$ cat config.mk
export PLATFORM = sky130hd
export DESIGN_NAME = tmr_ctl_bank
export DESIGN_NICKNAME = d
export VERILOG_FILES = /design/src/rtl/tmr_ctl_pkg.sv /design/src/rtl/tmr_sc_reg.sv /design/src/rtl/tmr_rd_mux.sv /design/src/rtl/tmr_irq_comb.sv /design/src/rtl/tmr_ctl_bank.sv
export SDC_FILE = /design/constraint.sdc
export NUM_CORES = 1
export LEC_CHECK = 0
export BUFFER_PORTS_ARGS = -buffer_cell sky130_fd_sc_hd__buf_4
export CAP_MARGIN = 20
export CORE_MARGIN = 1.5
export CORE_UTILIZATION = 45
export CTS_CLUSTER_DIAMETER = 40
export DETAILED_ROUTE_END_ITERATION = 6
export GPL_ROUTABILITY_DRIVEN = 0
export HOLD_SLACK_MARGIN = 0.06
export PLACE_DENSITY_LB_ADDON = 0.1
export SYNTH_ARGS = -nofsm -noshare
export SYNTH_HDL_FRONTEND = slang
export SYNTH_SLANG_ARGS = --single-unit
$ cat constraint.sdc
create_clock -name clk -period 1.58 [get_ports clk]
set_input_delay 0.158 -clock clk [delete_from_list [all_inputs] [get_ports clk]]
set_output_delay 0.158 -clock clk [all_outputs]
set_load 0.005 [all_outputs]
$ cat src/rtl/tmr_ctl_pkg.sv
package tmr_ctl_pkg;
  localparam int unsigned REG_W    = 32;
  localparam int unsigned ADDR_W   = 8;
  localparam int unsigned HALF_OFS = 16;
  localparam int unsigned WDT_BIT  = 16;

  localparam logic [ADDR_W-1:0] A_EN      = 8'h00;
  localparam logic [ADDR_W-1:0] A_EN_SET  = 8'h04;
  localparam logic [ADDR_W-1:0] A_EN_CLR  = 8'h08;
  localparam logic [ADDR_W-1:0] A_HLT     = 8'h0C;
  localparam logic [ADDR_W-1:0] A_FLG     = 8'h10;
  localparam logic [ADDR_W-1:0] A_FLG_SET = 8'h14;
  localparam logic [ADDR_W-1:0] A_FLG_CLR = 8'h18;
  localparam logic [ADDR_W-1:0] A_HLT_SET = 8'h1C;
  localparam logic [ADDR_W-1:0] A_MSK     = 8'h20;
  localparam logic [ADDR_W-1:0] A_MSK_SET = 8'h24;
  localparam logic [ADDR_W-1:0] A_MSK_CLR = 8'h28;
  localparam logic [ADDR_W-1:0] A_HLT_CLR = 8'h2C;

  typedef logic [REG_W-1:0] word_t;
endpackage

$ cat src/rtl/tmr_sc_reg.sv
module tmr_sc_reg
  import tmr_ctl_pkg::*;
#(
  parameter word_t IMPL = '1,
  parameter word_t RSTV = '0
) (
  input  logic  clk,
  input  logic  rst_n,
  input  logic  set_we,
  input  logic  clr_we,
  input  word_t wdata,
  input  word_t hw_set,
  output word_t q
);
  word_t set_v, clr_v, q_nxt;
  logic  q_en;

  always_comb begin
    set_v = set_we ? wdata : '0;
    clr_v = clr_we ? wdata : '0;
    q_nxt = (((q | set_v) & ~clr_v) | hw_set) & IMPL;
    q_en  = set_we | clr_we | (|hw_set);
  end

  always_ff @(posedge clk or negedge rst_n) begin
    if (!rst_n)    q <= RSTV & IMPL;
    else if (q_en) q <= q_nxt;
  end

  assert_hw_wins_R6: assert property (@(posedge clk) disable iff (!rst_n)
    (|(hw_set & IMPL)) |=> ((q & $past(hw_set & IMPL)) == $past(hw_set & IMPL)));

  assert_clear_R3: assert property (@(posedge clk) disable iff (!rst_n)
    (clr_we && !set_we) |=> ((q & $past(wdata & ~hw_set)) == '0));

  assert_set_R2: assert property (@(posedge clk) disable iff (!rst_n)
    (set_we && !clr_we) |=> ((q & $past(wdata & IMPL)) == $past(wdata & IMPL)));

  assert_hold_R10: assert property (@(posedge clk) disable iff (!rst_n)
    (!set_we && !clr_we && hw_set == '0) |=> $stable(q));

  assert_impl_R9: assert property (@(posedge clk) disable iff (!rst_n)
    (q & ~IMPL) == '0);
endmodule

$ cat src/rtl/tmr_rd_mux.sv
module tmr_rd_mux
  import tmr_ctl_pkg::*;
(
  input  logic [ADDR_W-1:0] addr,
  input  word_t             en_q,
  input  word_t             hlt_q,
  input  word_t             flg_q,
  input  word_t             msk_q,
  output word_t             rdata
);
  always_comb begin
    case (addr)
      A_EN:    rdata = en_q;
      A_HLT:   rdata = hlt_q;
      A_FLG:   rdata = flg_q;
      A_MSK:   rdata = msk_q;
      default: rdata = '0;
    endcase
  end
endmodule

$ cat src/rtl/tmr_irq_comb.sv
module tmr_irq_comb
  import tmr_ctl_pkg::*;
(
  input  word_t flg_q,
  input  word_t msk_q,
  output logic  irq
);
  word_t pend;
  always_comb begin
    pend = flg_q & ~msk_q;
    irq  = |pend;
  end
endmodule

$ cat src/rtl/tmr_ctl_bank.sv
module tmr_ctl_bank
  import tmr_ctl_pkg::*;
#(
  parameter int unsigned NCH = 8
) (
  input  logic              clk,
  input  logic              rst_n,
  input  logic              bus_wr,
  input  logic [ADDR_W-1:0] bus_addr,
  input  logic [REG_W-1:0]  bus_wdata,
  output logic [REG_W-1:0]  bus_rdata,
  input  logic [NCH-1:0]    full_evt,
  input  logic [NCH-1:0]    half_evt,
  output logic [NCH-1:0]    run_en,
  output logic [NCH-1:0]    clk_halt,
  output logic              wdt_halt,
  output logic              irq
);
  localparam word_t CH_MASK   = word_t'((64'd1 << NCH) - 64'd1);
  localparam word_t EN_IMPL   = CH_MASK;
  localparam word_t EV_IMPL   = CH_MASK | (CH_MASK << HALF_OFS);
  localparam word_t HLT_IMPL  = CH_MASK | (word_t'(1) << WDT_BIT);

  // reset: asynchronous assert, synchronous release
  logic [1:0] rst_sync;
  logic       rst_l;
  always_ff @(posedge clk or negedge rst_n) begin
    if (!rst_n) rst_sync <= 2'b00;
    else        rst_sync <= {rst_sync[0], 1'b1};
  end
  assign rst_l = rst_sync[1];

  // write decode
  logic en_set, en_clr, hlt_set, hlt_clr, flg_set, flg_clr, msk_set, msk_clr;
  always_comb begin
    en_set  = bus_wr && (bus_addr == A_EN_SET);
    en_clr  = bus_wr && (bus_addr == A_EN_CLR);
    hlt_set = bus_wr && (bus_addr == A_HLT_SET);
    hlt_clr = bus_wr && (bus_addr == A_HLT_CLR);
    flg_set = bus_wr && (bus_addr == A_FLG_SET);
    flg_clr = bus_wr && (bus_addr == A_FLG_CLR);
    msk_set = bus_wr && (bus_addr == A_MSK_SET);
    msk_clr = bus_wr && (bus_addr == A_MSK_CLR);
  end

  word_t flg_hw;
  always_comb begin
    flg_hw = '0;
    flg_hw[NCH-1:0]         = full_evt;
    flg_hw[HALF_OFS +: NCH] = half_evt;
  end

  word_t en_q, hlt_q, flg_q, msk_q;

  tmr_sc_reg #(.IMPL(EN_IMPL), .RSTV('0)) u_en (
    .clk(clk), .rst_n(rst_l), .set_we(en_set), .clr_we(en_clr),
    .wdata(bus_wdata), .hw_set('0), .q(en_q));

  tmr_sc_reg #(.IMPL(HLT_IMPL), .RSTV('1)) u_hlt (
    .clk(clk), .rst_n(rst_l), .set_we(hlt_set), .clr_we(hlt_clr),
    .wdata(bus_wdata), .hw_set('0), .q(hlt_q));

  tmr_sc_reg #(.IMPL(EV_IMPL), .RSTV('0)) u_flg (
    .clk(clk), .rst_n(rst_l), .set_we(flg_set), .clr_we(flg_clr),
    .wdata(bus_wdata), .hw_set(flg_hw), .q(flg_q));

  tmr_sc_reg #(.IMPL(EV_IMPL), .RSTV('1)) u_msk (
    .clk(clk), .rst_n(rst_l), .set_we(msk_set), .clr_we(msk_clr),
    .wdata(bus_wdata), .hw_set('0), .q(msk_q));

  tmr_rd_mux u_rd (
    .addr(bus_addr), .en_q(en_q), .hlt_q(hlt_q), .flg_q(flg_q),
    .msk_q(msk_q), .rdata(bus_rdata));

  tmr_irq_comb u_irq (.flg_q(flg_q), .msk_q(msk_q), .irq(irq));

  assign run_en   = en_q[NCH-1:0];
  assign clk_halt = hlt_q[NCH-1:0];
  assign wdt_halt = hlt_q[WDT_BIT];

  assert_irq_on_event_R7: assert property (@(posedge clk) disable iff (!rst_l)
    ((|(full_evt & ~msk_q[NCH-1:0])) && !msk_set) |=> irq);

  assert_rd_impl_R9: assert property (@(posedge clk) disable iff (!rst_l)
    (bus_rdata & ~(EV_IMPL | HLT_IMPL)) == '0);

  assert_irq_low_R7: assert property (@(posedge clk) disable iff (!rst_l)
    (flg_q == '0) |-> !irq);
endmodule

==> results.toml <==
[status]
status = "finished with violations"
violations = "negative setup slack"

[worst_setup_path]
critPathLaunchType = "flip-flop"
critical_path_class = "reg2out"
critPathMaxFanout = 2
arrival_ns = 1.64
critPathRequiredTime_ns = 1.42
endpoint_kind = "output pin"

[synthesis]
synthFlopType = "dfrtp_1"
synth_edf_count = 0
synth_warnings = 0
synthTopCellsByArea = "dfstp_2 21%, dfrtp_1 21%, a41oi_1 9.4%"
syn-cell-area_um2 = 3080
synthTopCellsByCount = "33 x a21oi_1, 33 x a41oi_1, 26 x dfrtp_1"
synth_cell_type_count = 35
avgSynthCellArea_um2 = 10.7
synth.largest_area_cell = "dfstp_2"
ys_seq_elements = 51
yosysSeqAreaShare_pct = 42.5
syn-instance-count = 289
synth_compound_area_share_pct = 30.4
netlist.area_leader.share_pct = 21.3
synth_fa_ha_area_share_pct = 0
synth.area.mux_share_pct = 2.60
synth_xor_area_share_pct = 0
async_reset_ff_share_pct = 100
yosys.area_share.simple_pct = 13.1
synth_top_family_by_area = "compound AO/OA/AOI/OAI gates"

[timing]
post-route-min-period_ns = 1.80
timing.hold.ws_ns = 0.161
hold_viol_final = 0
period_share_pct = 114
slew_viol_final = 0
fin_worst_skew_ns = 0.00594
setup_viol = 17
fmax_mhz = 557
layout_setup_ws_ns = -0.216
rsz0062_at_grt = "yes"

[finish]
num-nets-final = 474
diodes = 0
syn2layout_area_growth_pct = 48.6
n_fill_cell = 502
final_util_pct = 70.4
drive_gt1_share_pct = 45.7
design_area_um2 = 4570
fin_cells = 493

[cts]
clkLatencyLatePin_ns = 0.31
cts_tree = "done"
clk_path_buf_depth = 2
clock-root-buffer = "clkbuf_8"
cts.clk_slew.worst_paths_ns = 0.09
cts_max_level = 2
clock_sinks = 51
cts_made_buffers = 5

[floorplanning]
die_x_um = 85.7
die_area_um2 = 7350
io_pins = 109
placementRows = 29
start_util_pct = 47.4
core_um2 = 6490
die_h_um = 85.7

[place]
dp.cells = 447
hpwl_um = 5990
place_area_um2 = 3900
io_buffers = 76

[global_routing]
grt_max_degree = 50
grt_pass1_vias = 3006
use_met3_pct = 4.33
grt_use_met1_pct = 33.3
antenna_found_initial = 0
grtUsageTotal_pct = 26.5
grt_pass1_wl_um = 15200
overflow = 0
grt.met2_usage_pct = 46.9
top_usage_layer = "met2"

[min_path]
min_path_type = "in2async"

[drt]
vias = 2985
postRouteAntennaNets = 0
dr.pass1.iters = 4
drt-total-wl_um = 9380
viasPerCell = 6.05
drt_drc_violations_left = 0
wl_per_cell_um = 19.0
first_iter_violations = 251

[power_and_ir_drop]
power_density_nw_per_um2 = 604
ir_worst_vdd_v = 0.000454
leakagePower_nw = 1.90
total_power_mw = 2.76

[flow_run]
maxCapViolCount = 0
## where the power goes
part,leakage [nW],switching [mW],internal [mW]
Sequential,0.531,0.0391,1.37
Clock,0.0505,0.441,0.399
Combinational,1.32,0.246,0.265
Total,1.90,0.726,2.04
## kinds of logic after synthesis
kind of cell | count (synthesis)
compound gates | 118
buf+inv | 58
flops | 51
mux | 8
other cells | 2
simple gates | 52
## layer usage
metal	up-vias	routed length [um]
met4	0	142
met3	13	511
li1	1377	-
met2	103	4890
met5	-	0
met1	1492	3840
## through the flow
stage / worst slack (ns) / TNS, ns
3_5_place_dp: -0.110 / -1.29
6_report: -0.216 / -2.03
2_1_floorplan: 0.0989 / 0
3_3_place_gp: -0.102 / -1.06
5_1_grt: -0.276 / -2.49
4_1_cts: -0.232 / -1.77
## worst paths after layout
check	depth (start not counted)	slack, ns	startpoint	to
setup / recovery	5	-0.22	u_msk.q[4]	irq
hold / removal	2	0.16	rst_n	rst_sync[1]
setup reg to reg	3	0.60	u_flg.q[4]	u_flg.q[4]
hold reg to reg	1	0.25	rst_sync[1]	u_flg.q[19]
max in group asynchronous	1	1.04	rst_sync[1]	u_msk.q[1]
min in group clk	0	0.37	rst_sync[0]	rst_sync[1]
## sequential cells by signal (all words and copies together), names as in the netlist
signal / cells
rst_sync: 2
u_en.q: 8
u_flg.q: 16
u_hlt.q: 9
u_msk.q: 16
## what timing repair did
item                                    4_1_cts  5_1_grt
endpoints found under the setup margin       17       17
gates cloned                                  1        0
buffers inserted                              3        1
endpoints found under the hold margin        43        0
pin swaps                                    22        2
resized for setup                            39        4
hold buffers                                 33        0
## cell usage in the layout (no fill, tap or decap), drive strengths merged, types with 4 or more instances in the layout
cell         count
mux2i            8
dlygate4sd3     33
conb            17
a21o            16
dfrtp           26
a21oi           33
nor2b            9
a41o            16
nand4           17
buf            124
clkbuf           7
nor3             9
dfstp           25
inv              5
nor4b            4
a41oi           33
a221o            9
a22o             7
## layout make-up
type / instances / area (um2) / share of cell area [%]
Clock buffer: 7 / 96.3 / 2.11
Clock inverter: 1 / 7.51 / 0.164
Inverter: 5 / 18.8 / 0.410
Multi-Input combinational cell: 195 / 1610 / 35.1
Sequential cell: 51 / 1310 / 28.6
Tap cell: 77 / 96.3 / 2.11
Timing Repair Buffer: 157 / 1440 / 31.5
## worst max-delay path, cell delays in order (launching register included)
cell,delay [ns]
dfstp_2,0.55
nor2b_2,0.05
a2111oi_2,0.34
buf_4,0.17
nand4_1,0.08
buf_4,0.16
(Power assumes the default switching activity.)
